<file path="src/rtl/vfp_flag_collector.sv">
module vfp_flag_collector #(
  parameter int LANES        = 32,
  parameter int ISSUE_STAGE  = 3,
  parameter int RESULT_STAGE = 13
) (
  input  logic             clk,
  input  logic             rst_n,
  input  logic             iss_valid,
  input  logic [2:0]       iss_cls,
  input  logic             iss_cp_en,
  input  logic [LANES-1:0] lane_inv,
  input  logic [LANES-1:0] lane_ovf,
  input  logic [LANES-1:0] lane_unf,
  input  logic [LANES-1:0] lane_inx,
  input  logic [LANES-1:0] lane_keep,
  input  logic [3:0]       fcr_en,
  input  logic             sw_wr,
  input  logic [3:0]       sw_data,
  output logic [3:0]       status,
  output logic             cp_exc,
  output logic             imp_err
);
  localparam int DEPTH = RESULT_STAGE - ISSUE_STAGE;

  logic [DEPTH-1:0] pv;
  logic [2:0]       pc [DEPTH];
  logic [3:0]       status_q, cmask, raw, hit, fresh;
  logic             imp_s14, imp_q, cp_q;

  wire       res_valid = pv[DEPTH-1];
  wire [2:0] res_cls   = pc[DEPTH-1];

  always_ff @(posedge clk) begin
    if (!rst_n) begin
      pv <= '0;
      for (int i = 0; i < DEPTH; i++) pc[i] <= '0;
    end else begin
      pv    <= {pv[DEPTH-2:0], iss_valid & iss_cp_en};
      pc[0] <= iss_cls;
      for (int i = 1; i < DEPTH; i++) pc[i] <= pc[i-1];
    end
  end

  always_comb begin
    case (res_cls)
      3'd0, 3'd1: cmask = 4'b1101;
      3'd6:       cmask = 4'b0111;
      3'd7:       cmask = 4'b0000;
      default:    cmask = 4'b1111;
    endcase
  end

  assign raw   = {|(lane_inv & lane_keep), |(lane_ovf & lane_keep),
                  |(lane_unf & lane_keep), |(lane_inx & lane_keep)};
  assign hit   = res_valid ? (raw & cmask) : 4'b0000;
  assign fresh = hit & ~status_q & fcr_en;

  always_ff @(posedge clk) begin
    if (!rst_n) begin
      status_q <= '0;
      imp_s14  <= 1'b0;
      imp_q    <= 1'b0;
      cp_q     <= 1'b0;
    end else begin
      status_q <= sw_wr ? sw_data : (status_q | hit);
      imp_s14  <= ~sw_wr & (|fresh);
      imp_q    <= imp_s14;
      cp_q     <= iss_valid & ~iss_cp_en;
    end
  end

  assign status  = status_q;
  assign cp_exc  = cp_q;
  assign imp_err = imp_q;


  sticky_hold_chk: assert property (@(posedge clk) disable iff (!rst_n)
    !sw_wr |=> ((status & $past(status)) == $past(status)));


  sw_load_chk: assert property (@(posedge clk) disable iff (!rst_n)
    sw_wr |=> (status == $past(sw_data)));


  cp_exc_cause_chk: assert property (@(posedge clk) disable iff (!rst_n)
    cp_exc |-> $past(iss_valid && !iss_cp_en));


  flag_source_chk: assert property (@(posedge clk) disable iff (!rst_n)
    (!sw_wr && !res_valid) |=> (status == $past(status)));


  imp_new_bit_chk: assert property (@(posedge clk) disable iff (!rst_n)
    imp_err |-> (($past(status) & ~$past(status, 2)) != 4'b0000));
endmodule

</file>
<file path="config.mk">
export PLATFORM = sky130hd
export DESIGN_NAME = vfp_flag_collector
export DESIGN_NICKNAME = d
export VERILOG_FILES = /design/src/rtl/vfp_flag_collector.sv
export SDC_FILE = /design/constraint.sdc
export NUM_CORES = 1
export LEC_CHECK = 0
export ABC_CLOCK_PERIOD_IN_PS = 2100
export CAP_MARGIN = 10
export CORE_MARGIN = 4
export CORE_UTILIZATION = 31
export DETAILED_ROUTE_END_ITERATION = 10
export GPL_ROUTABILITY_DRIVEN = 0
export PLACE_DENSITY = 0.88
export SLEW_MARGIN = 40
export SYNTH_ARGS = -nofsm -noshare
export SYNTH_HDL_FRONTEND = slang
export SYNTH_SLANG_ARGS = --single-unit
</file>
<file path="constraint.sdc">
create_clock -name clk -period 2.1 [get_ports clk]
set_input_delay 0.63 -clock clk [delete_from_list [all_inputs] [get_ports clk]]
set_output_delay 0.63 -clock clk [all_outputs]
set_load 0.005 [all_outputs]
</file>
Word level (Yosys, flattened, before mapping)

Memories as Yosys holds them, arrays and structs flattened.
Cells that the tools add are included.

Memory bits (writable): 30
Output and inout bits: 6
Input port bits: 176
Logic and storage cells: 55
Memories kept: 1
Register bits: 17

Muxes and demuxes: 15
Equal/unequal tests: 3
Reduce and logical (&&, ||, !) cells: 7
Bitwise logic cells: 24

Memory list:

| memory | depth | width | read ports | clocked after Yosys merged registers in | write ports | line | RTL |
|---|---|---|---|---|---|---|---|
| pc     | 10    | 3     | 10         | 0                                       | 10          | 26   | `logic [2:0] pc [DEPTH];` |

Operator list:

| kind                 | number |
|---|---|
| $and A32 B32 Y32     | 4 |
| $reduce_or A32 Y1    | 4 |
| $mux W3              | 10 |
| $and A4 B4 Y4        | 3 |
| $pmux W4 S3          | 1 |
| $or A1 B1 Y1         | 10 |
| $mux W4              | 2 |
| $eq A3 B3 Y1 const B | 2 |
| $not A4 Y4           | 1 |
| $or A4 B4 Y4         | 1 |
| $reduce_or A4 Y1     | 1 |
| $and A1 B1 Y1        | 3 |
| $eq A3 B1 Y1 const B | 1 |
| $logic_not A3 Y1     | 1 |
| $mux W1              | 2 |
| $not A1 Y1           | 2 |
| $reduce_or A2 Y1     | 1 |

Logic depth before layout (Yosys ltp)

Word-level depth: 9
Mapped depth: 5
Mapped depth without buffers: 5

Worst setup path before layout

OpenSTA, ideal clock, no wires.

Kind: input to register
Start point: input port lane_inx[1]
End point: register imp_s14
Required time: 1975 ps
Arrival: 1693 ps
Stages on the path: 5
Buffers on the path: 0
Slack: 282 ps
Library setup time: 125 ps
Cell sequence: a22oi_1 nand4_1 nor4_1 nor4b_1 o41a_1

Cells in the longest elaborated chain, start to end: 8

RTL lines:

| what                        | line | RTL |
|---|---|---|
| start, declared             | 14   | `input logic [LANES-1:0] lane_inx,` |
| $and A32 B32 Y32            | 54   | `\|(lane_unf & lane_keep), \|(lane_inx & lane_keep)};` |
| $reduce_or A32 Y1           | 54   |  |
| $and A4 B4 Y4               | 55   | `assign hit = res_valid ? (raw & cmask) : 4'b0000;` |
| $mux W4                     | 55   |  |
| $and A4 B4 Y4 (2 in series) | 56   | `assign fresh = hit & ~status_q & fcr_en;` |
| $reduce_or A4 Y1            | 66   | `imp_s14 <= ~sw_wr & (\|fresh);` |
| $and A1 B1 Y1               | 66   |  |
| end signal, assigned        | 66   |  |
| end, declared               | 28   | `logic imp_s14, imp_q, cp_q;` |

Every way passes these cells.
A chain may end at the register's enable or synchronous reset.

Worst setup path in the final report

Start point: input port lane_inv[26]
End point: register imp_s14

Cells in the longest elaborated chain, start to end: 8

RTL lines:

| what                        | line | RTL |
|---|---|---|
| start, declared             | 11   | `input logic [LANES-1:0] lane_inv,` |
| $and A32 B32 Y32            | 53   | `assign raw = {\|(lane_inv & lane_keep), \|(lane_ovf & lane_keep),` |
| $reduce_or A32 Y1           | 53   |  |
| $and A4 B4 Y4               | 55   |  |
| $mux W4                     | 55   |  |
| $and A4 B4 Y4 (2 in series) | 56   |  |
| $reduce_or A4 Y1            | 66   |  |
| $and A1 B1 Y1               | 66   |  |

Every way passes these cells.

==> reports/qor.yml <==
route:
  drt_wl_total_um: 10500
  ant_nets: 0
  dr.first_iter.drc_count: 99
  num_vias: 2569
  drc: 0
  firstDrtPassIters: 4
  viasPerCell: 5.36
  wl_per_cell_um: 21.9
cts:
  cts_tree: "built"
  cts_sinks: 47
  clockBufferDepth: 2
  htree_levels: 2
  cts_buffers: 5
  hold_buffers: 0
  clk_latency_ps: 290
  cts-root-buf: "clkbuf_8"
  path_clk_slew_ps: 80
layout:
  final_cell_mix: "127 x clkdlybuf4s50_1, 47 x dfxtp_1, 40 x and2_1"
  nets: 579
  final_common_cell: "clkdlybuf4s50_1"
  utilization_pct: 68.4
  syn2layout_area_growth_pct: 114
  drive_gt1_share_pct: 17.2
  layout.cells.non_filler: 479
  stdcell_area_um2: 4370
  fill_cells: 469
min_path:
  hold_class: "reg2reg"
timing:
  fin_worst_skew_ps: 2.44
  fin_tns_setup_ps: 0
  min_period_over_period_pct: 98.8
  setup_ws_ps: 24.8
  hold_violations: 0
  max_freq_mhz: 482
  setup_viol: 0
  slew_headroom_pct: 71.1
  finalMaxSlewViolations: 0
  fin_crit_ps: 2080
  worst_pin_slew_ps: 431
floorplanning:
  initial_utilization_pct: 32.0
  dieHeight_um: 89.2
  ioPinCount: 182
  die_width_um: 89.2
  row_count: 29
  core_area_um2: 6390
  dieArea_um2: 7950
yosys:
  synth_seq_cells: 47
  ys_types: 23
  avgSynthCellArea_um2: 9.97
  synth_area_um2: 2040
  syn_inst: 205
  synth_nets: 383
  ys_seq_area_share_pct: 46.1
  ys_warn_count: 0
placed_design:
  place.detailed.hpwl_um: 8580
  place_inst: 470
  port_buffers: 181
  pre_cts_ws_ps: -537
  postPlaceCellArea_um2: 4020
global_route:
  gr-total-overflow: 0
  track_usage_pct: 23.9
  grt_pass1_vias: 2662
  grt_pass1_wl_um: 13900
  antenna_found_initial: 1
  grt_max_degree: 20
setup_path:
  cp-end-kind: "flop"
  slowest_stage: "clkdlybuf4s50_1"
  critPathRequiredTime_ps: 2280
  crit_type: "in2reg"
  cp_slowest_stage_delay_ps: 440
  critPathLaunchType: "input pin"
  cp_max_fo: 2
  critPathArrivalTime_ps: 2250
  crit_chain: "clkdlybuf4s50_1 -> a22oi_1 -> nand4_1 -> nor4_2 -> buf_4 -> nor2_1 -> o41a_1"
status:
  outcome: "finished, final reports clean"
power:
  irDropWorstVdd_uv: 404
  p_leak_uw: 0.00187
  power_density_nw_per_um2: 458
flow_run:
  maxCapViolCount: 0
stage by stage:
stage / hold WS (ps) / power (µW)
after floorplan: 406 / 1040
final: 435 / 2000
after global placement: 411 / 1460
after detailed placement: 418 / 1460
after global routing: 448 / 2090
after CTS: 437 / 1990
kinds of logic (layout without fill, tap and decap cells):
logic type / after synthesis / after routing / synth area share [%]
buffers and inverters: 7 / 203 / 1.29
DFF: 47 / 47 / 46.1
other: 0 / 1 / 0
adders and majority gates: 2 / 2 / 1.22
and+or+nand+nor: 78 / 78 / 24.1
AOI/OAI and AO/OA: 71 / 71 / 27.4
flip-flops by register name (all words and copies together) (netlist names):
register  flops
cp_exc        1
imp_err       1
imp_s14       1
pc           30
pv           10
status        4
Yosys cell counts:
cell | number | area [µm²]
nand2b_1 | 4 | 25.0
nor4_1 | 3 | 18.8
clkbuf_1 | 5 | 18.8
nor3_1 | 1 | 5.00
nand4_1 | 16 | 100
nor4_2 | 1 | 12.5
and3_1 | 1 | 6.26
a22oi_2 | 2 | 25.0
nor3b_1 | 1 | 7.51
nor2b_1 | 1 | 6.26
inv_2 | 2 | 7.51
nand2_1 | 1 | 3.75
o41a_1 | 1 | 11.3
o31ai_2 | 1 | 12.5
nor4b_1 | 3 | 26.3
and2_1 | 40 | 250
o21ai_1 | 1 | 5.00
a22oi_1 | 62 | 465
dfxtp_1 | 47 | 941
or4bb_1 | 1 | 11.3
nor2_1 | 5 | 18.8
ha_1 | 2 | 25.0
o311a_1 | 4 | 40.0
layout make-up:
cell class,instances,area [µm²],area share (%)
well taps,77,96.3,2.21
diodes,1,2.50,0.0573
repair buffers,194,1930,44.2
multi-input cells,151,1300,29.8
clock buffers,6,82.6,1.89
clock inverters,1,5.00,0.115
inverters,2,7.51,0.172
flip-flops and latches,47,941,21.5
worst max-delay path, delay by kind of cell:
| kind | cells | cell delay (ps) |
|---|---|---|
| AO/OA/AOI/OAI | 2 | 600 |
| buffers and inverters | 2 | 590 |
| AND/OR/NAND/NOR | 3 | 440 |
path summary, 6_finish.rpt:
check | start | to | slack [ps] | depth (start not counted)
min reg2reg | pc[0][6] | pc[0][9] | 440 | 1
max | lane_inv[26] | imp_s14 | 20 | 7
max reg2reg | pc[0][28] | imp_s14 | 330 | 5
min | pc[0][6] | pc[0][9] | 440 | 1
layer usage:
| layer | routed length, µm | vias to the layer above | track usage, % |
|---|---|---|---|
| met5 | 0 | - | 0 |
| met4 | 584 | 0 | 12.9 |
| met3 | 1240 | 48 | 9.77 |
| met2 | 5130 | 165 | 42.5 |
| met1 | 3540 | 1150 | 23.7 |
| li1 | - | 1206 | - |
what timing repair did:
action | 4_1_cts | 5_1_grt
resized for setup | 48 | 51
pin swaps | 12 | 43
setup endpoints to repair | 4 | 4
buffers inserted | 1 | 0
where the power goes:
part	total, µW	internal (µW)	leakage (µW)	switching (µW)
logic	563	364	0.00144	199
registers	915	908	0.000382	7.54
clock network	522	258	0.0000471	264
total	2000	1530	0.00187	471
(Power assumes the default switching activity.)
